### src/rtl/flid_pkg.sv
package flid_pkg;

    localparam int STEP_W   = 4;
    localparam int OFS_W    = 12;
    localparam int PASS_LEN = 8;

    typedef enum logic [1:0] {
        METH_NONE = 2'b00,
        METH_A    = 2'b01,
        METH_B    = 2'b10
    } meth_e;

    typedef struct packed {
        logic       vld;
        logic [7:0] manuf;
        logic [7:0] code;
    } id_entry_t;

    typedef struct packed {
        logic             we;
        logic [OFS_W-1:0] ofs;
        logic [7:0]       wdata;
    } bus_op_t;

    typedef struct packed {
        logic [7:0] manuf;
        logic [7:0] dev;
        logic [7:0] third;
    } id_bytes_t;

    // Transfer for a given step; step[3] selects the second unlock scheme.
    function automatic bus_op_t step_op(input logic [STEP_W-1:0] step, input logic wide);
        logic [OFS_W-1:0] ua, ub, stride;
        bus_op_t op;
        ua     = step[3] ? 12'h555 : 12'hAAA;
        ub     = step[3] ? 12'h2AA : 12'h555;
        stride = wide ? 12'd2 : 12'd1;
        case (step[2:0])
            3'd1:    op = '{we: 1'b1, ofs: ua, wdata: 8'hAA};
            3'd2:    op = '{we: 1'b1, ofs: ub, wdata: 8'h55};
            3'd3:    op = '{we: 1'b1, ofs: ua, wdata: 8'h90};
            3'd4:    op = '{we: 1'b0, ofs: '0, wdata: 8'h00};
            3'd5:    op = '{we: 1'b0, ofs: stride, wdata: 8'h00};
            3'd6:    op = '{we: 1'b0, ofs: stride << 1, wdata: 8'h00};
            default: op = '{we: 1'b1, ofs: '0, wdata: 8'hF0};
        endcase
        return op;
    endfunction

endpackage

### src/rtl/flid_match.sv
module flid_match #(
    parameter int N = 4,
    parameter flid_pkg::id_entry_t [N-1:0] TBL = '0
) (
    input  logic [7:0] manuf,
    input  logic [7:0] code,
    output logic       hit
);
    logic [N-1:0] hit_v;

    for (genvar i = 0; i < N; i++) begin : g_ent
        assign hit_v[i] = TBL[i].vld && (TBL[i].manuf == manuf) && (TBL[i].code == code);
    end

    assign hit = |hit_v;
endmodule

### src/rtl/flid_seq.sv
module flid_seq #(
    parameter int AW = 16
) (
    input  logic                        clk,
    input  logic                        rst,
    input  logic                        launch,
    input  logic                        wide,
    input  logic                        finish,
    input  logic                        bus_ack,
    output logic                        busy,
    output logic                        xfer,
    output logic [flid_pkg::STEP_W-1:0] step,
    output logic                        bus_req,
    output logic                        bus_we,
    output logic [AW-1:0]               bus_addr,
    output logic [7:0]                  bus_wdata
);
    import flid_pkg::*;

    logic    wide_q;
    bus_op_t op;

    always_ff @(posedge clk) begin
        if (rst) begin
            busy   <= 1'b0;
            step   <= '0;
            wide_q <= 1'b0;
        end else if (launch) begin
            busy   <= 1'b1;
            step   <= '0;
            wide_q <= wide;
        end else if (xfer) begin
            if (finish) busy <= 1'b0;
            else        step <= step + 1'b1;
        end
    end

    always_comb op = step_op(step, wide_q);

    assign bus_req   = busy;
    assign bus_we    = op.we;
    assign bus_addr  = AW'(op.ofs);
    assign bus_wdata = op.wdata;
    assign xfer      = busy && bus_ack;
endmodule

### src/rtl/flid_probe.sv
module flid_probe #(
    parameter int AW  = 16,
    parameter int N_A = 4,
    parameter int N_B = 3,
    parameter flid_pkg::id_entry_t [N_A-1:0] TBL_A = '{
        '{1'b1, 8'h01, 8'hDA}, '{1'b1, 8'h20, 8'hD7},
        '{1'b1, 8'h04, 8'hCA}, '{1'b1, 8'hC2, 8'hDA}},
    parameter flid_pkg::id_entry_t [N_B-1:0] TBL_B = '{
        '{1'b1, 8'h01, 8'h3E}, '{1'b1, 8'h20, 8'hAA}, '{1'b1, 8'h89, 8'hA2}}
) (
    input  logic          clk,
    input  logic          rst,
    input  logic          start,
    input  logic          wide,
    output logic          busy,
    output logic          done,
    output logic [1:0]    method,
    output logic [7:0]    id_manuf,
    output logic [7:0]    id_dev,
    output logic [7:0]    id_third,
    output logic          id_fail,
    output logic          bus_req,
    output logic          bus_we,
    output logic [AW-1:0] bus_addr,
    output logic [7:0]    bus_wdata,
    input  logic [7:0]    bus_rdata,
    input  logic          bus_ack
);
    import flid_pkg::*;

    localparam logic [STEP_W-1:0] LAST_A = STEP_W'(PASS_LEN - 1);
    localparam logic [STEP_W-1:0] LAST_B = STEP_W'(2 * PASS_LEN - 1);

    logic              launch, xfer, finish, hit_a, hit_b;
    logic [STEP_W-1:0] step;
    id_bytes_t         cap, res_ids;
    meth_e             res_meth;

    assign launch = start && !busy;
    assign finish = xfer && ((step == LAST_A && hit_a) || step == LAST_B);

    flid_seq #(.AW(AW)) u_seq (
        .clk(clk), .rst(rst), .launch(launch), .wide(wide), .finish(finish),
        .bus_ack(bus_ack), .busy(busy), .xfer(xfer), .step(step),
        .bus_req(bus_req), .bus_we(bus_we), .bus_addr(bus_addr), .bus_wdata(bus_wdata)
    );

    flid_match #(.N(N_A), .TBL(TBL_A)) u_match_a (
        .manuf(cap.manuf), .code(cap.third), .hit(hit_a));

    flid_match #(.N(N_B), .TBL(TBL_B)) u_match_b (
        .manuf(cap.manuf), .code(cap.dev), .hit(hit_b));

    // Capture identification bytes as each read completes
    always_ff @(posedge clk) begin
        if (rst) begin
            cap <= '0;
        end else if (xfer && !bus_we) begin
            case (step[2:0])
                3'd4:    cap.manuf <= bus_rdata;
                3'd5:    cap.dev   <= bus_rdata;
                3'd6:    cap.third <= bus_rdata;
                default: ;
            endcase
        end
    end

    // Result registers
    always_ff @(posedge clk) begin
        if (rst) begin
            res_meth <= METH_NONE;
            res_ids  <= '0;
            id_fail  <= 1'b0;
            done     <= 1'b0;
        end else begin
            done <= 1'b0;
            if (launch) begin
                res_meth <= METH_NONE;
                res_ids  <= '0;
                id_fail  <= 1'b0;
            end else if (finish) begin
                done <= 1'b1;
                if (step == LAST_A) begin
                    res_meth <= METH_A;
                    res_ids  <= cap;
                end else if (hit_b) begin
                    res_meth <= METH_B;
                    res_ids  <= cap;
                end else begin
                    id_fail  <= 1'b1;
                end
            end
        end
    end

    assign method   = res_meth;
    assign id_manuf = res_ids.manuf;
    assign id_dev   = res_ids.dev;
    assign id_third = res_ids.third;
endmodule

### config.mk
export PLATFORM = sky130hd
export DESIGN_NAME = flid_probe
export DESIGN_NICKNAME = d
export VERILOG_FILES = /design/src/rtl/flid_pkg.sv /design/src/rtl/flid_match.sv /design/src/rtl/flid_seq.sv /design/src/rtl/flid_probe.sv
export SDC_FILE = /design/constraint.sdc
export NUM_CORES = 1
export LEC_CHECK = 0
export ABC_AREA = 1
export CAP_MARGIN = 20
export CORE_MARGIN = 1.5
export CORE_UTILIZATION = 50
export CTS_CLUSTER_DIAMETER = 30
export DETAILED_ROUTE_END_ITERATION = 12
export PLACE_DENSITY = 0.8
export SLEW_MARGIN = 10
export SYNTH_ARGS = -nofsm -noshare
export SYNTH_HDL_FRONTEND = slang
export SYNTH_SLANG_ARGS = --single-unit
### constraint.sdc
create_clock -name clk -period 2.1 [get_ports clk]
set_input_delay 0.315 -clock clk [delete_from_list [all_inputs] [get_ports clk]]
set_output_delay 0.315 -clock clk [all_outputs]
set_load 0.03 [all_outputs]
; ---- Word-level counts from Yosys, hierarchy flattened
; Cells that the tools add are included.
[word_totals]
ff_bits = 58
in_bits = 13
elab_cells = 75
[op_classes]
n_addsub = 1
eq_ne = 19
mux = 12
bitwise = 3
reduce_logical = 28
[op_table]
columns = cell, count
row1 = case mux 21 bit (6 select lines), 1
row2 = "equality test 8 bit, first input constant", 7
row3 = 2-to-1 mux 24 bit, 2
row4 = "equality test 6 x 8 -> 1 bit, first input constant", 2
row5 = logical AND 1 bit, 12
row6 = 2-to-1 mux 12 bit, 1
row7 = AND reduction 2 bit, 6
row8 = 2-to-1 mux 11 bit, 1
row9 = "equality test 3 bit, second input constant", 3
row10 = "equality test 1 x 8 -> 1 bit, first input constant", 1
row11 = "equality test 3 x 8 -> 1 bit, first input constant", 1
row12 = "equality test 3 x 2 -> 1 bit, second input constant", 2
row13 = 2-to-1 mux 2 bit, 3
row14 = nonzero test 2 bit, 3
row15 = "adder 4 x 1 -> 4 bit, second input constant", 1
row16 = "equality test 4 x 3 -> 1 bit, second input constant", 1
row17 = "equality test 4 bit, second input constant", 1
row18 = 2-to-1 mux 1 bit, 4
row19 = OR reduction 4 bit, 1
row20 = "equality test 3 x 1 -> 1 bit, second input constant", 1
row21 = inverter 1 bit, 3
row22 = AND reduction 3 bit, 1
row23 = OR reduction 3 bit, 1
row24 = zero test 1 bit, 2
row25 = other kinds (2), 2

; ---- Logic depth before layout (Yosys ltp)
; Gate-level depths: netlist of run 1.
[depth]
word_depth = 9
mapped_depth = 12

; ---- By module
; A second synthesis of run 1 with hierarchy kept.
[unflattened]
hier_cells = 434
area_unflattened_um2 = 3071.7
[by_module_without_submodules]
columns = module, instances, cells_each, area_each_um2, seq_area_each_um2
row1 = flid_probe, 1, 245, 2102.0, 1041.0
row2 = flid_seq, 1, 99, 606.8, 120.1
row3 = flid_match (u_match_a), 1, 50, 202.7, 0.0
row4 = flid_match (u_match_b), 1, 40, 160.2, 0.0

; ---- Worst setup path before layout of run 1
; OpenSTA, ideal clock, no wires.
[synth_path]
path_kind = reg-to-output
startpoint = register u_seq.step[1] (netlist name)
endpoint = output bus_addr[10]
arrival_ns = 1.945
setup_slack_ns = -0.160
stages_incl_launch_ff = 10
path_buffers = 1
path_cell_list = dfxtp_1 -> inv_1 -> ha_1 -> inv_1 -> nor2_1 -> nor2_4 -> o21ai_0 -> nand2_1 -> inv_1 -> buf_4
[synth_between]
elab_chain_len = 2
elab_cells_between_ends = 7
[synth_rtl]
columns = element, line_no
row1 = "start, declared", flid_seq.sv:12  ; output logic [flid_pkg::STEP_W-1:0] step,
row2 = "start signal, assigned", flid_seq.sv:34  ; else step <= step + 1'b1;
row3 = "equality test 3 bit, or another cell as far along", flid_pkg.sv:38  ; case (step[2:0])
row4 = case mux 21 bit (6 select lines) (*), flid_pkg.sv:38
row5 = "end, declared", flid_probe.sv:24  ; output logic [AW-1:0] bus_addr,
; Every way passes the cells marked *; elsewhere a longest branch is shown, timed or not.

; ---- Final worst setup path of run 1
[layout_path]
startpoint = register u_seq.step[1] (netlist name)
endpoint = output bus_addr[0]
; Same word-level chain as after synthesis.

==> run summary, run 1 <==
* combinational family with the most area after synthesis: simple AND/OR/NAND/NOR gates
* Overall Global Routing Usage: 23.4%
* CP Launch Type: flop
* dominant cell type by count on the critical path: buf_4
* Total Routed Length: 6.73 mm
* worst supply voltage drop on vdd: 0.000369 V
* max capacitance violation total: 0
* achievable clock frequency: 481 MHz
* setup slack on the worst flop-to-flop path: 230 ps
* Cell variety after synth: 27
* number of I/O port buffers: 63
* remaining design rule violation count: 0
* largest driver fanout on the critical path: 4
* synthesis-to-layout area growth: 32.4%
* critical path data arrival time: 1760 ps
* iteration-0 DRC count of the detailed router: 148
* most used cells in the layout excluding fill and tap cells: 91 x nand2_1, 75 x nor2_1, 61 x inv_1, 55 x dfxtp_1, 42 x clkdlybuf4s50_1
* number of antenna violations at the first check in global routing: 0
* Worst R2R End: id_third[6]
* Clock Latency Late Sink: 340 ps
* category of the critical setup timing path: flop to output pin
* share of synthesized area occupied by flip-flops and latches: 40.4%
* clock root buffer: clkbuf_8
* most frequent standard cell in the layout excluding fill and tap cells: nand2_1
* CTS H-tree lvls: 3
* slew margin rel.: 62.5%
* routed vias/inst: 4.74
* Crit path required time: 1780 ps
* number of iterations in the first detailed-routing pass: 4
* worst setup margin: 22.2 ps
* proportion of synthesized flip-flops having asynchronous set or reset: 0%
* setup_tns: 0 ps
* number of placed I/O pins: 68
* Setup-failing EPs final: 0
* combined area of all synthesized cells: 2880 sq um
* most used flip-flop cell after synthesis: dfxtp_1
* power density normalized to cell area: 629 nW/um^2
* run status: finished clean
* area fraction in and, or, nand and nor cells after synthesis: 28.3%
* global-route wire length before repair: 11.3 mm
* syn_area_per_cell: 6.77 sq um
* EDFF count, synth: 0
* final routed wire length divided by cell count: 11.8 microns
* Period Utilization, post-route: 98.9%
* number of synthesized register bits: 58
* aggregate global routing overflow: 0
* Post-CTS Hold Fix Bufs: 0
* count of nets after finishing: 513
* number of rows in the core area: 27
* sink count of the clock tree: 58
* critical path capture point: bus_addr[0]
* core area: 5540 sq um
* number of global-route vias before repair: 2,563
* placer's final routability congestion estimate: 0.866
* delay of the slowest critical-path stage: 390 ps
* fraction of the mapped netlist area in compound gates: 11.7%
* initial cell density of the core: 51.9%
* sequence of cells on the critical path: inv_4 -> ha_4 -> a21oi_1 -> nand3_2 -> buf_4 -> nand2_2 -> o21ai_1 -> buf_4
* width of the chip: 78.9 microns
* antenna diode instance count: 0
* Worst Setup Slack post-DPL: -116 ps
* Chip Height: 78.9 microns
* final hold vios: 0
* fraction of layout instances using a drive strength above 1: 15.6%
* unrepaired setup endpoints after global routing: yes
* pin count of the biggest net entering global routing: 27
* number of buffers added by the clock tree synthesis step: 9
* remaining antenna violation count: 0
* Period minus WS final: 2080 ps
* path category of the worst min-delay check: flop to flop
* Clock transition at path regs: 60 ps
* worst r2r src: cap[23]
* multiplexer fraction of the synthesized cell area: 0%
* Synth Instances: 425
* clock tree from TritonCTS: yes
* transition time at the pin with the least slew margin: 561 ps
* Worst Setup SP: u_seq.step[1]
* number of warnings printed during yosys synthesis: 0
* Max stage delay cell, worst path: dfxtp_4
* maximum buffer depth of the clock tree: 2
* type of element capturing the critical path: output pin
* number of max-slew violations in the final report: 0
* via count: 2,714
* path depth of the worst reg2reg path: 11
* XOR/XNOR Fraction of Synth Area: 0.304%
* worst setup skew after layout: 8.40 ps
* adder-cell area share of the yosys netlist: 2.17%
* final HPWL from detailed placement: 4.79 mm
* static leakage power: 1.81 nW
* Total Die Area: 6220 sq um
[power breakdown]
group	internal, mW	switching (mW)
combinational	0.0687	0.109
clock	0.666	0.440
sequential	1.10	0.00796
[timing repair]
action | 4_1_cts | 5_1_grt
buffers inserted | 4 | 0
setup endpoints to repair | 18 | 10
pin swaps | 1 | 4
resized for setup | 62 | 10
[cells in the mapped netlist (all sizes together), types with 4 or more instances]
| cell type | count | area [sq um] |
|---|---|---|
| ha | 5 | 62.6 |
| inv | 70 | 263 |
| clkbuf | 4 | 15.0 |
| buf | 25 | 210 |
| a21oi | 31 | 159 |
| nand3 | 16 | 90.1 |
| nand2 | 93 | 357 |
| o21ai | 31 | 155 |
| nor2 | 78 | 303 |
| dfxtp | 58 | 1160 |
[worst min-delay path by stage]
stage	slack (ps)	cells after the start	from	end
floorplan	440	2	cap[7]	cap[7]
global placement	430	2	id_manuf[4]	id_manuf[4]
detailed placement	440	2	id_manuf[4]	id_manuf[4]
CTS	450	2	id_manuf[4]	id_manuf[4]
global route	480	2	cap[9]	cap[9]
finish	450	2	id_manuf[4]	id_manuf[4]
[critical path, delay by kind of cell, from the launching register on]
kind / cells / cell delay [ps]
AOI/OAI and AO/OA: 2 / 260
DFF: 1 / 390
adders and majority gates: 1 / 160
buffers and inverters: 3 / 400
and+or+nand+nor: 2 / 230
[logic make-up after synthesis]
group / count (synthesis)
simple gates: 196
buf+inv: 99
compound gates: 65
flops: 58
fa+ha+maj: 5
xor+xnor: 1
other cells: 1
[state kept, by name (all words and copies together) (netlist names)]
register       flops
id_dev             8
cap               24
done               1
u_seq.wide_q       1
u_seq.bus_req      1
id_fail            1
u_seq.step         4
method             2
id_third           8
id_manuf           8
[stage by stage]
| stage | utilization [%] | hold WS, ps | std cells | area, sq um | total power [mW] |
|---|---|---|---|---|---|
| final | 68.7 | 445 | 572 | 3810 | 2.39 |
| after global routing | 68.7 | 483 | 572 | 3810 | 2.47 |
| after CTS | 68.4 | 453 | 572 | 3790 | 2.40 |
| after detailed placement | 63.2 | 442 | 552 | 3500 | 1.31 |
| after global placement | 63.2 | 429 | 552 | 3500 | 1.31 |
| after floorplan | - | 437 | 428 | 2890 | 1.24 |
[area by class of cell]
type | count | area, sq um
Clock buffer | 11 | 131
Timing Repair Buffer | 85 | 769
Multi-Input combinational cell | 271 | 1300
Sequential cell | 58 | 1170
Clock inverter | 5 | 78.8
Inverter | 70 | 268
Fill cell | 477 | 1730
Tap cell | 72 | 90.1
[routing by layer]
layer / track usage (%) / routed length (microns) / share of wire, %
met4: 11.4 / 133 / 2.0
met2: 40.9 / 3360 / 50
met1: 27.4 / 2960 / 44
met3: 4.48 / 284 / 4.2
met5: 0 / 0 / 0
Note: power is estimated with default switching activity, not from simulation.
==> inputs of run 2 (changes only) <==
--- a/config.mk
+++ b/config.mk
@@ -9,7 +9,6 @@
 export CAP_MARGIN = 20
 export CORE_MARGIN = 1.5
 export CORE_UTILIZATION = 50
-export CTS_CLUSTER_DIAMETER = 30
 export DETAILED_ROUTE_END_ITERATION = 12
 export PLACE_DENSITY = 0.8
 export SLEW_MARGIN = 10
==> results of run 2 <==
Final layout, timing and power as in run 1 (identical DEF).
